## src/rtl/bfly_pkg.sv

```systemverilog
package bfly_pkg;
  localparam int PTS     = 64;
  localparam int HALF_N  = PTS / 2;
  localparam int QTR     = PTS / 4;
  localparam int IDX_W   = $clog2(HALF_N);
  localparam int TW_W    = 16;
  localparam int TW_FRAC = 14;

  typedef logic signed [TW_W-1:0] tw_t;

  typedef struct packed {
    tw_t re;
    tw_t im;
  } tw_pair_t;

  // cos(pi*j/32) in Q1.14 for one quarter wave, j = 0..16
  function automatic tw_t quarter_cos(input int unsigned j);
    case (j)
      0:       return 16'sd16384;
      1:       return 16'sd16305;
      2:       return 16'sd16069;
      3:       return 16'sd15679;
      4:       return 16'sd15137;
      5:       return 16'sd14449;
      6:       return 16'sd13623;
      7:       return 16'sd12665;
      8:       return 16'sd11585;
      9:       return 16'sd10394;
      10:      return 16'sd9102;
      11:      return 16'sd7723;
      12:      return 16'sd6270;
      13:      return 16'sd4756;
      14:      return 16'sd3196;
      15:      return 16'sd1606;
      default: return 16'sd0;
    endcase
  endfunction

  // forward factor exp(-j*2*pi*k/PTS) folded from the quarter wave
  function automatic tw_pair_t fwd_twiddle(input int unsigned k);
    tw_pair_t w;
    if (k <= QTR) begin
      w.re = quarter_cos(k);
      w.im = -quarter_cos(QTR - k);
    end else begin
      w.re = -quarter_cos(HALF_N - k);
      w.im = -quarter_cos(k - QTR);
    end
    return w;
  endfunction
endpackage

```

## src/rtl/bfly_twiddle_rom.sv

```systemverilog
module bfly_twiddle_rom
  import bfly_pkg::*;
#(
  parameter int IW = IDX_W
) (
  input  logic [IW-1:0] idx,
  input  logic          conj,
  output tw_t           w_re,
  output tw_t           w_im
);
  localparam int ENTRIES = 1 << IW;

  tw_pair_t table_w [ENTRIES];

  for (genvar gk = 0; gk < ENTRIES; gk++) begin : g_entry
    assign table_w[gk] = fwd_twiddle(gk);
  end

  tw_pair_t sel;
  assign sel  = table_w[idx];
  assign w_re = sel.re;
  assign w_im = conj ? -sel.im : sel.im;
endmodule

```

## src/rtl/bfly_front.sv

```systemverilog
module bfly_front
  import bfly_pkg::*;
#(
  parameter int DW = 16
) (
  input  logic                 clk,
  input  logic                 rst_n,
  input  logic                 en,
  input  logic signed [DW-1:0] a_v [2],
  input  logic signed [DW-1:0] b_v [2],
  input  tw_t                  w_in_re,
  input  tw_t                  w_in_im,
  output logic signed [DW:0]   sum_q [2],
  output logic signed [DW:0]   dif_q [2],
  output tw_t                  w_q_re,
  output tw_t                  w_q_im
);
  localparam int EW = DW + 1;

  for (genvar gl = 0; gl < 2; gl++) begin : g_lane
    always_ff @(posedge clk or negedge rst_n) begin
      if (!rst_n) begin
        sum_q[gl] <= '0;
        dif_q[gl] <= '0;
      end else if (en) begin
        sum_q[gl] <= EW'(a_v[gl]) + EW'(b_v[gl]);
        dif_q[gl] <= EW'(a_v[gl]) - EW'(b_v[gl]);
      end
    end
  end

  always_ff @(posedge clk or negedge rst_n) begin
    if (!rst_n) begin
      w_q_re <= '0;
      w_q_im <= '0;
    end else if (en) begin
      w_q_re <= w_in_re;
      w_q_im <= w_in_im;
    end
  end
endmodule

```

## src/rtl/bfly_cmul3.sv

```systemverilog
module bfly_cmul3
  import bfly_pkg::*;
#(
  parameter int DW   = 16,
  parameter int FRAC = TW_FRAC
) (
  input  logic                 clk,
  input  logic                 rst_n,
  input  logic                 en_mul,
  input  logic                 en_sum,
  input  logic signed [DW:0]   r_re,
  input  logic signed [DW:0]   r_im,
  input  tw_t                  w_re,
  input  tw_t                  w_im,
  output logic signed [DW-1:0] y_re,
  output logic signed [DW-1:0] y_im,
  output logic                 clip_re,
  output logic                 clip_im
);
  localparam int ED = DW + 2;
  localparam int WD = TW_W + 1;
  localparam int PW = ED + TW_W;
  localparam int AW = PW + 1;
  localparam logic signed [AW-1:0] RND  = AW'(1) <<< (FRAC - 1);
  localparam logic signed [AW-1:0] MAXV = AW'((1 <<< (DW - 1)) - 1);
  localparam logic signed [AW-1:0] MINV = -MAXV - AW'(1);

  function automatic logic signed [AW-1:0] descale(input logic signed [AW-1:0] x);
    return (x + RND) >>> FRAC;
  endfunction

  function automatic logic beyond(input logic signed [AW-1:0] x);
    return (x > MAXV) || (x < MINV);
  endfunction

  function automatic logic signed [DW-1:0] clamp(input logic signed [AW-1:0] x);
    if (x > MAXV)      return MAXV[DW-1:0];
    else if (x < MINV) return MINV[DW-1:0];
    else               return x[DW-1:0];
  endfunction

  // regrouped operands: one shared term and two per-part terms
  logic signed [ED-1:0] r_gap;
  logic signed [WD-1:0] w_gap;
  logic signed [WD-1:0] w_tot;
  assign r_gap = ED'(r_re) - ED'(r_im);
  assign w_gap = WD'(w_re) - WD'(w_im);
  assign w_tot = WD'(w_re) + WD'(w_im);

  logic signed [PW-1:0] m_shared, m_re, m_im;

  always_ff @(posedge clk or negedge rst_n) begin
    if (!rst_n) begin
      m_shared <= '0;
      m_re     <= '0;
      m_im     <= '0;
    end else if (en_mul) begin
      m_shared <= PW'(r_gap) * PW'(w_im);
      m_re     <= PW'(r_re) * PW'(w_gap);
      m_im     <= PW'(r_im) * PW'(w_tot);
    end
  end

  logic signed [AW-1:0] acc_re, acc_im, sc_re, sc_im;
  assign acc_re = AW'(m_shared) + AW'(m_re);
  assign acc_im = AW'(m_shared) + AW'(m_im);
  assign sc_re  = descale(acc_re);
  assign sc_im  = descale(acc_im);

  assign clip_re = en_sum && beyond(sc_re);
  assign clip_im = en_sum && beyond(sc_im);

  always_ff @(posedge clk or negedge rst_n) begin
    if (!rst_n) begin
      y_re <= '0;
      y_im <= '0;
    end else if (en_sum) begin
      y_re <= clamp(sc_re);
      y_im <= clamp(sc_im);
    end
  end
endmodule

```

## src/rtl/bfly3m_pe.sv

```systemverilog
module bfly3m_pe
  import bfly_pkg::*;
#(
  parameter int DW = 16,
  parameter int IW = IDX_W
) (
  input  logic                 clk,
  input  logic                 rst_n,
  input  logic                 in_valid,
  input  logic                 inv,
  input  logic [IW-1:0]        tw_idx,
  input  logic signed [DW-1:0] a_re,
  input  logic signed [DW-1:0] a_im,
  input  logic signed [DW-1:0] b_re,
  input  logic signed [DW-1:0] b_im,
  output logic                 out_valid,
  output logic signed [DW-1:0] up_re,
  output logic signed [DW-1:0] up_im,
  output logic signed [DW-1:0] lo_re,
  output logic signed [DW-1:0] lo_im
);
  localparam int LAT = 3;
  localparam int EW  = DW + 1;

  function automatic logic signed [DW-1:0] halve(input logic signed [EW-1:0] s);
    logic signed [EW-1:0] t;
    t = (s + EW'(1)) >>> 1;
    return t[DW-1:0];
  endfunction

  logic [LAT-1:0] vpipe;
  always_ff @(posedge clk or negedge rst_n) begin
    if (!rst_n) vpipe <= '0;
    else        vpipe <= {vpipe[LAT-2:0], in_valid};
  end
  assign out_valid = vpipe[LAT-1];

  // named internal events for the checker
  tw_t  tw_re_w, tw_im_w;
  logic clip_re_w, clip_im_w;

  bfly_twiddle_rom #(.IW(IW)) rom_i (
    .idx  (tw_idx),
    .conj (inv),
    .w_re (tw_re_w),
    .w_im (tw_im_w)
  );

  logic signed [DW-1:0] a_v [2];
  logic signed [DW-1:0] b_v [2];
  assign a_v[0] = a_re;
  assign a_v[1] = a_im;
  assign b_v[0] = b_re;
  assign b_v[1] = b_im;

  logic signed [DW:0] sum_s1 [2];
  logic signed [DW:0] dif_s1 [2];
  tw_t w_s1_re, w_s1_im;

  bfly_front #(.DW(DW)) front_i (
    .clk     (clk),
    .rst_n   (rst_n),
    .en      (in_valid),
    .a_v     (a_v),
    .b_v     (b_v),
    .w_in_re (tw_re_w),
    .w_in_im (tw_im_w),
    .sum_q   (sum_s1),
    .dif_q   (dif_s1),
    .w_q_re  (w_s1_re),
    .w_q_im  (w_s1_im)
  );

  bfly_cmul3 #(.DW(DW)) cmul_i (
    .clk     (clk),
    .rst_n   (rst_n),
    .en_mul  (vpipe[0]),
    .en_sum  (vpipe[1]),
    .r_re    (dif_s1[0]),
    .r_im    (dif_s1[1]),
    .w_re    (w_s1_re),
    .w_im    (w_s1_im),
    .y_re    (lo_re),
    .y_im    (lo_im),
    .clip_re (clip_re_w),
    .clip_im (clip_im_w)
  );

  // upper leg: halve in stage two, align with the lower leg in stage three
  logic signed [DW-1:0] up_s2 [2];
  logic signed [DW-1:0] up_s3 [2];
  for (genvar gl = 0; gl < 2; gl++) begin : g_up
    always_ff @(posedge clk or negedge rst_n) begin
      if (!rst_n) begin
        up_s2[gl] <= '0;
        up_s3[gl] <= '0;
      end else begin
        if (vpipe[0]) up_s2[gl] <= halve(sum_s1[gl]);
        if (vpipe[1]) up_s3[gl] <= up_s2[gl];
      end
    end
  end
  assign up_re = up_s3[0];
  assign up_im = up_s3[1];
endmodule

```

## config.mk

```make
export PLATFORM = sky130hd
export DESIGN_NAME = bfly3m_pe
export DESIGN_NICKNAME = d
export VERILOG_FILES = /design/src/rtl/bfly_pkg.sv /design/src/rtl/bfly_twiddle_rom.sv /design/src/rtl/bfly_front.sv /design/src/rtl/bfly_cmul3.sv /design/src/rtl/bfly3m_pe.sv
export SDC_FILE = /design/constraint.sdc
export NUM_CORES = 2
export LEC_CHECK = 0
export BUFFER_PORTS_ARGS = -buffer_cell sky130_fd_sc_hd__buf_2
export CAP_MARGIN = 30
export CORE_MARGIN = 1.5
export CORE_UTILIZATION = 60
export DETAILED_ROUTE_END_ITERATION = 10
export PLACE_DENSITY = 0.76
export SLEW_MARGIN = 20
export SYNTH_ARGS = -nofsm -noshare
export SYNTH_HDL_FRONTEND = slang
export SYNTH_SLANG_ARGS = --single-unit
```

## constraint.sdc

```tcl
create_clock -name clk -period 8.2 [get_ports clk]
set_clock_uncertainty 0.15 [all_clocks]
set_input_delay 0.82 -clock clk [delete_from_list [all_inputs] [get_ports clk]]
set_output_delay 0.82 -clock clk [all_outputs]
set_load 0.02 [all_outputs]
```

== Word-level counts from Yosys, hierarchy flattened ==
Memory sizes are Yosys's and may differ from the RTL's.
Index checks and enable logic that the tools add are counted.

* Bits in registers: 301
* Memory bits (read-only): 1,024
* Input port bits: 73
* Output and inout port bits: 65
* Word-level logic and storage cells: 47
* Memories kept: 1

{| class="wikitable"
|+ Memories
! name !! words !! bits a word !! rd ports !! clocked after Yosys merged registers in !! wr ports !! line !! RTL
|-
| (name not given) || 32 || 32 || 1 || 0 || 0 || bfly_twiddle_rom.sv:20 || <nowiki>assign sel = table_w[idx];</nowiki>
|}

* Add/subtract/negate cells: 14
* $mul: 3
* Order comparisons: 5
* Muxes and demuxes: 7
* Bitwise gates (word level): 1

{| class="wikitable"
|+ Operators by type and width
! operator !! count
|-
| 16-bit 2-to-1 mux || 5
|-
| 34-bit by 34-bit adder with 35-bit output || 2
|-
| 35-bit by 15-bit adder with 35-bit output, second input constant || 2
|-
| 17-bit by 17-bit multiplier with 34-bit output || 2
|-
| 32-bit 2-to-1 mux || 2
|-
| 16-bit by 16-bit adder with 17-bit output || 3
|-
| 16-bit by 16-bit subtractor with 17-bit output || 3
|-
| 21-bit by 16-bit greater-than comparator with 1-bit output, second input constant || 2
|-
| 21-bit by 16-bit < comparator with 1-bit output, second input constant || 2
|-
| 17-bit by 2-bit adder with 17-bit output, second input constant || 2
|-
| 18-bit by 16-bit multiplier with 34-bit output || 1
|-
| 17-bit by 17-bit subtractor with 18-bit output || 1
|-
| 16-bit negator || 1
|-
| 6-bit >= comparator, second input constant || 1
|-
| 5-bit inverter with 6-bit output || 1
|}

== Depth between registers and ports, before layout ==
* Depth after elaboration: 6
* Depth in mapped cells: 37
* Gate-level depth less buffers: 35

== By module ==
A second synthesis with hierarchy kept.

* Cells, all modules: 6,155
* Area total of the unflattened synthesis: 55,653.4 µm²

{| class="wikitable"
|+ Modules (own cells, without submodules)
! module !! times used !! cells each !! area each (µm²) !! seq. area each (µm²)
|-
| bfly_cmul3 || 1 || 4,837 || 43,681.9 || 3,353.2
|-
| bfly_front || 1 || 775 || 7,021.7 || 2,452.4
|-
| bfly3m_pe || 1 || 264 || 3,057.9 || 1,676.6
|-
| bfly_twiddle_rom || 1 || 279 || 1,891.8 || 0.0
|}

== Least setup slack after synthesis ==
Ideal clock, no wire load.

* Path kind: register -> register
* From: register front_i.dif_q[17] (netlist bit)
* To: register cmul_i.m_shared[33]
* Library setup time: 134 ps
* Arrival time: 8,288 ps
* Data required time: 7,916 ps
* Slack: -372 ps
* Cell stages (with the launch flop): 37
* Path buffers: 1
* Period minus slack after synthesis: 8,572 ps
* Path through: dfrtp_1 inv_1 ha_1 fa_1 nor2b_1 o21ai_1 a21boi_1 o21ai_0 nand2b_1 a21oi_1 o211ai_1 a31o_2 a211o_1 buf_1 nand3_1 fa_1 inv_1 fa_1 inv_1 fa_1 fa_1 inv_1 fa_1 inv_1 fa_1 inv_1 ha_1 a21o_1 a21oi_1 a32o_1 a31oi_1 a41o_1 a221oi_1 a21oi_1 a31oi_1 xnor2_1 mux2i_1

* Cells in the longest elaborated chain, start to end: 2

{| class="wikitable"
|+ RTL lines
! element !! line !! RTL
|-
| start, declared || bfly_front.sv:14 || <nowiki>output logic signed [DW:0] dif_q [2],</nowiki>
|-
| start signal, assigned by index || bfly_front.sv:27 || <nowiki>dif_q[gl] <= EW'(a_v[gl]) - EW'(b_v[gl]);</nowiki>
|-
| 17-bit by 17-bit subtractor with 18-bit output || bfly_cmul3.sv:46 || <nowiki>assign r_gap = ED'(r_re) - ED'(r_im);</nowiki>
|-
| 18-bit by 16-bit multiplier with 34-bit output || bfly_cmul3.sv:58 || <nowiki>m_shared <= PW'(r_gap) * PW'(w_im);</nowiki>
|-
| end signal, assigned || bfly_cmul3.sv:58 ||
|-
| end, declared || bfly_cmul3.sv:50 || <nowiki>logic signed [PW-1:0] m_shared, m_re, m_im;</nowiki>
|}

Every way passes these cells.
A chain may end at the register's enable or synchronous reset.

== Final worst setup path ==
* From: register front_i.w_q_re[1]
* To: register cmul_i.m_im[31]

* Cells in the longest elaborated chain, start to end: 2

{| class="wikitable"
|+ RTL lines
! element !! line !! RTL
|-
| start, declared || bfly_front.sv:15 || <nowiki>output tw_t w_q_re,</nowiki>
|-
| start signal, assigned || bfly_front.sv:37 || <nowiki>w_q_re <= w_in_re;</nowiki>
|-
| 16-bit by 16-bit adder with 17-bit output || bfly_cmul3.sv:48 || <nowiki>assign w_tot = WD'(w_re) + WD'(w_im);</nowiki>
|-
| 17-bit by 17-bit multiplier with 34-bit output || bfly_cmul3.sv:60 || <nowiki>m_im <= PW'(r_im) * PW'(w_tot);</nowiki>
|-
| end signal, assigned || bfly_cmul3.sv:60 ||
|-
| end, declared || bfly_cmul3.sv:50 ||
|}

Every way passes these cells.

==> impl_metrics.ini <==
[setup_path]
cpMostUsedCell = fa_1
worstSetupPathType = reg2reg
reg2reg_depth = 34
crit_required_ns = 8.51
critPathMaxFanout = 5
crit_path_max_incr_delay_ns = 0.55
cp.arrival_ns = 8.57
crit_buf_inv = 7
cp.depth = 34
slowest_stage = fa_1
worst_setup_path_start_kind = flip-flop
end_kind = flip-flop
cpLargestDelayFamily = adder cells

[logic_synthesis]
yosys_warnings = 0
synth_edf_count = 0
synth-seq-area-share_pct = 13.9
muxShareOfSynthArea_pct = 2.93
synth_cells = 5983
synth-compound-area-share_pct = 10.0
yosys-top-cells-area = fa_1 33%, dfrtp_1 14%, ha_1 12%, inv_1 7.6%, nand2_1 4.1%
syn_nets = 7458
ys.flop_type = dfrtp_1
synthSimpleGateAreaFrac_pct = 14.4
synth.top_cell.area_share_pct = 33.0
synth-seq-cells = 299
synthXorXnorAreaFrac_pct = 4.29
synth_top_family_by_area = adder cells
synth_cell_types = 86
syn_area_um2 = 53900
avgSynthCellArea_um2 = 9.01
yosysTopAreaCell = fa_1
yosys.area_share.adder_pct = 44.9
postSynth.asyncResetShare_pct = 100

[sta]
grt_setup_unrepaired = true
hold_viol = 0
holdWs_ns = 0.108
fin_crit_sh_pct = 101
fmax_ghz = 0.121
setup_viol = 3
setup_slack_ns = -0.0590
tightest_slew_ns = 0.966
slew_viol_final = 0
finalSetupTns_ns = -0.0757
layout_min_cycle_time_ns = 8.26
max_slew_margin_pct = 35.6

[die]
core_area_um2 = 88600
die_w_um = 303
rows = 109
io_pins = 138
fp.dieH_um = 303
dieArea_um2 = 91600
initial_core_util_pct = 60.8

[layout]
final_common_cell = inv_1
final_util_pct = 68.8
syn_to_final_growth_pct = 13.1
final_cell_mix = 1076 x inv_1, 878 x fa_1, 585 x nand2_1
n_fill_cell = 6919
drive_gt1_share_pct = 15.1
nets = 7827

[clock_network]
cts_root_buf = clkbuf_16
numCtsBuffers = 39
cts_tree = built
clockBufferDepth = 3
htree_num_levels = 2
clk_pin_slew_ns = 0.07
holdBufCountCts = 0
insertion_delay_ns = 0.61
clock-sinks = 299

[route]
first_pass_iters = 9
first_iter_violations = 3508
vias = 43369
antenna_left = 0
drc_errors = 16
wirelength_um = 152000
post_drt_wl_per_cell_um = 20.1
drt-vias-per-instance = 5.74

[placed_design]
io_buffer_count = 137
hpwl_um = 123000
place_ws_ns = -0.449
gp_congestion = 0.983

[global_routing]
grt_max_degree = 133
grt_overflow = 0
grt_usage_pct = 33.7
antenna_found_initial = 5
grt_pass1_wl_um = 239000
grt_pass1_vias = 44333

[status]
violations = design-rule violations, negative setup slack
outcome = finished with violations

[job]
maxCapViolCount = 0

[worst_hold_path]
min_path_type = in2async
## synth_stat cells, types with 81 or more instances
| cell type | instances |
|---|---|
| nand2_1 | 594 |
| a21oi_1 | 301 |
| ha_1 | 513 |
| o21ai_0 | 175 |
| xor2_1 | 81 |
| fa_1 | 889 |
| inv_1 | 1094 |
| nand3_1 | 103 |
| mux2_2 | 117 |
| clkbuf_1 | 229 |
| dfrtp_1 | 299 |
| and2_1 | 220 |
| xnor2_1 | 183 |
| nor2_1 | 383 |
## layer usage
layer,global-route usage [%],routed length (µm),up-vias
li1,-,-,19675
met1,45.1,62000,21623
met2,55.3,71400,1696
met3,5.40,12100,369
met4,12.9,6590,6
met5,0,43,-
## state kept, by name, indices dropped and copies added, names as in the netlist, 32 cells and up
name,flops
cmul_i.m_im,34
cmul_i.m_re,34
cmul_i.m_shared,34
front_i.dif_q,34
front_i.sum_q,32
up_s2,32
## logic make-up after synthesis
family | Yosys count
compound gates | 853
simple gates | 1661
xor+xnor | 264
fa+ha+maj | 1402
buf+inv | 1361
mux | 143
flops | 299
## per-stage QoR
step	std cells	area, µm²
6_report	7549	61000
5_1_grt	7548	61000
4_1_cts	7524	60200
3_5_place_dp	7433	58400
3_3_place_gp	7433	58400
2_1_floorplan	5983	53900
## final timing paths
kind	start	end	slack [ns]
setup reg to reg	front_i.w_q_re[1]$_DFFE_PN0P_	cmul_i.m_im[31]$_DFFE_PN0P_	-0.06
setup / recovery	front_i.w_q_re[1]$_DFFE_PN0P_	cmul_i.m_im[31]$_DFFE_PN0P_	-0.06
max in group asynchronous	rst_n	front_i.dif_q[21]$_DFFE_PN0P_	6.47
hold / removal	rst_n	up_s2[15]$_DFFE_PN0P_	0.11
min in group clk	cmul_i.m_re[0]$_DFFE_PN0P_	cmul_i.m_re[0]$_DFFE_PN0P_	0.34
hold reg to reg	cmul_i.m_re[0]$_DFFE_PN0P_	cmul_i.m_re[0]$_DFFE_PN0P_	0.34
## timing repair
action / in CTS / in global routing
buffers inserted: 18 / 22
resized for setup: 99 / 126
hold endpoints to repair: 0 / 0
endpoints found under the setup margin: 38 / 40
pin swaps: 60 / 100
gates cloned: 2 / 0
## cell type report
| cell class | count | area [µm²] | share of cell area, % |
|---|---|---|---|
| well taps | 1165 | 1460 | 2.39 |
| inverters | 1098 | 4120 | 6.76 |
| clock buffers | 55 | 1110 | 1.82 |
| flip-flops and latches | 299 | 7490 | 12.3 |
| repair buffers | 591 | 4470 | 7.34 |
| clock inverters | 17 | 171 | 0.281 |
| multi-input cells | 4323 | 42200 | 69.1 |
| diodes | 1 | 2.50 | 0.00410 |
Power is left out: the tool's default activity adds up to more than one toggle a clock period on the data nets, which glitch-free logic cannot reach.
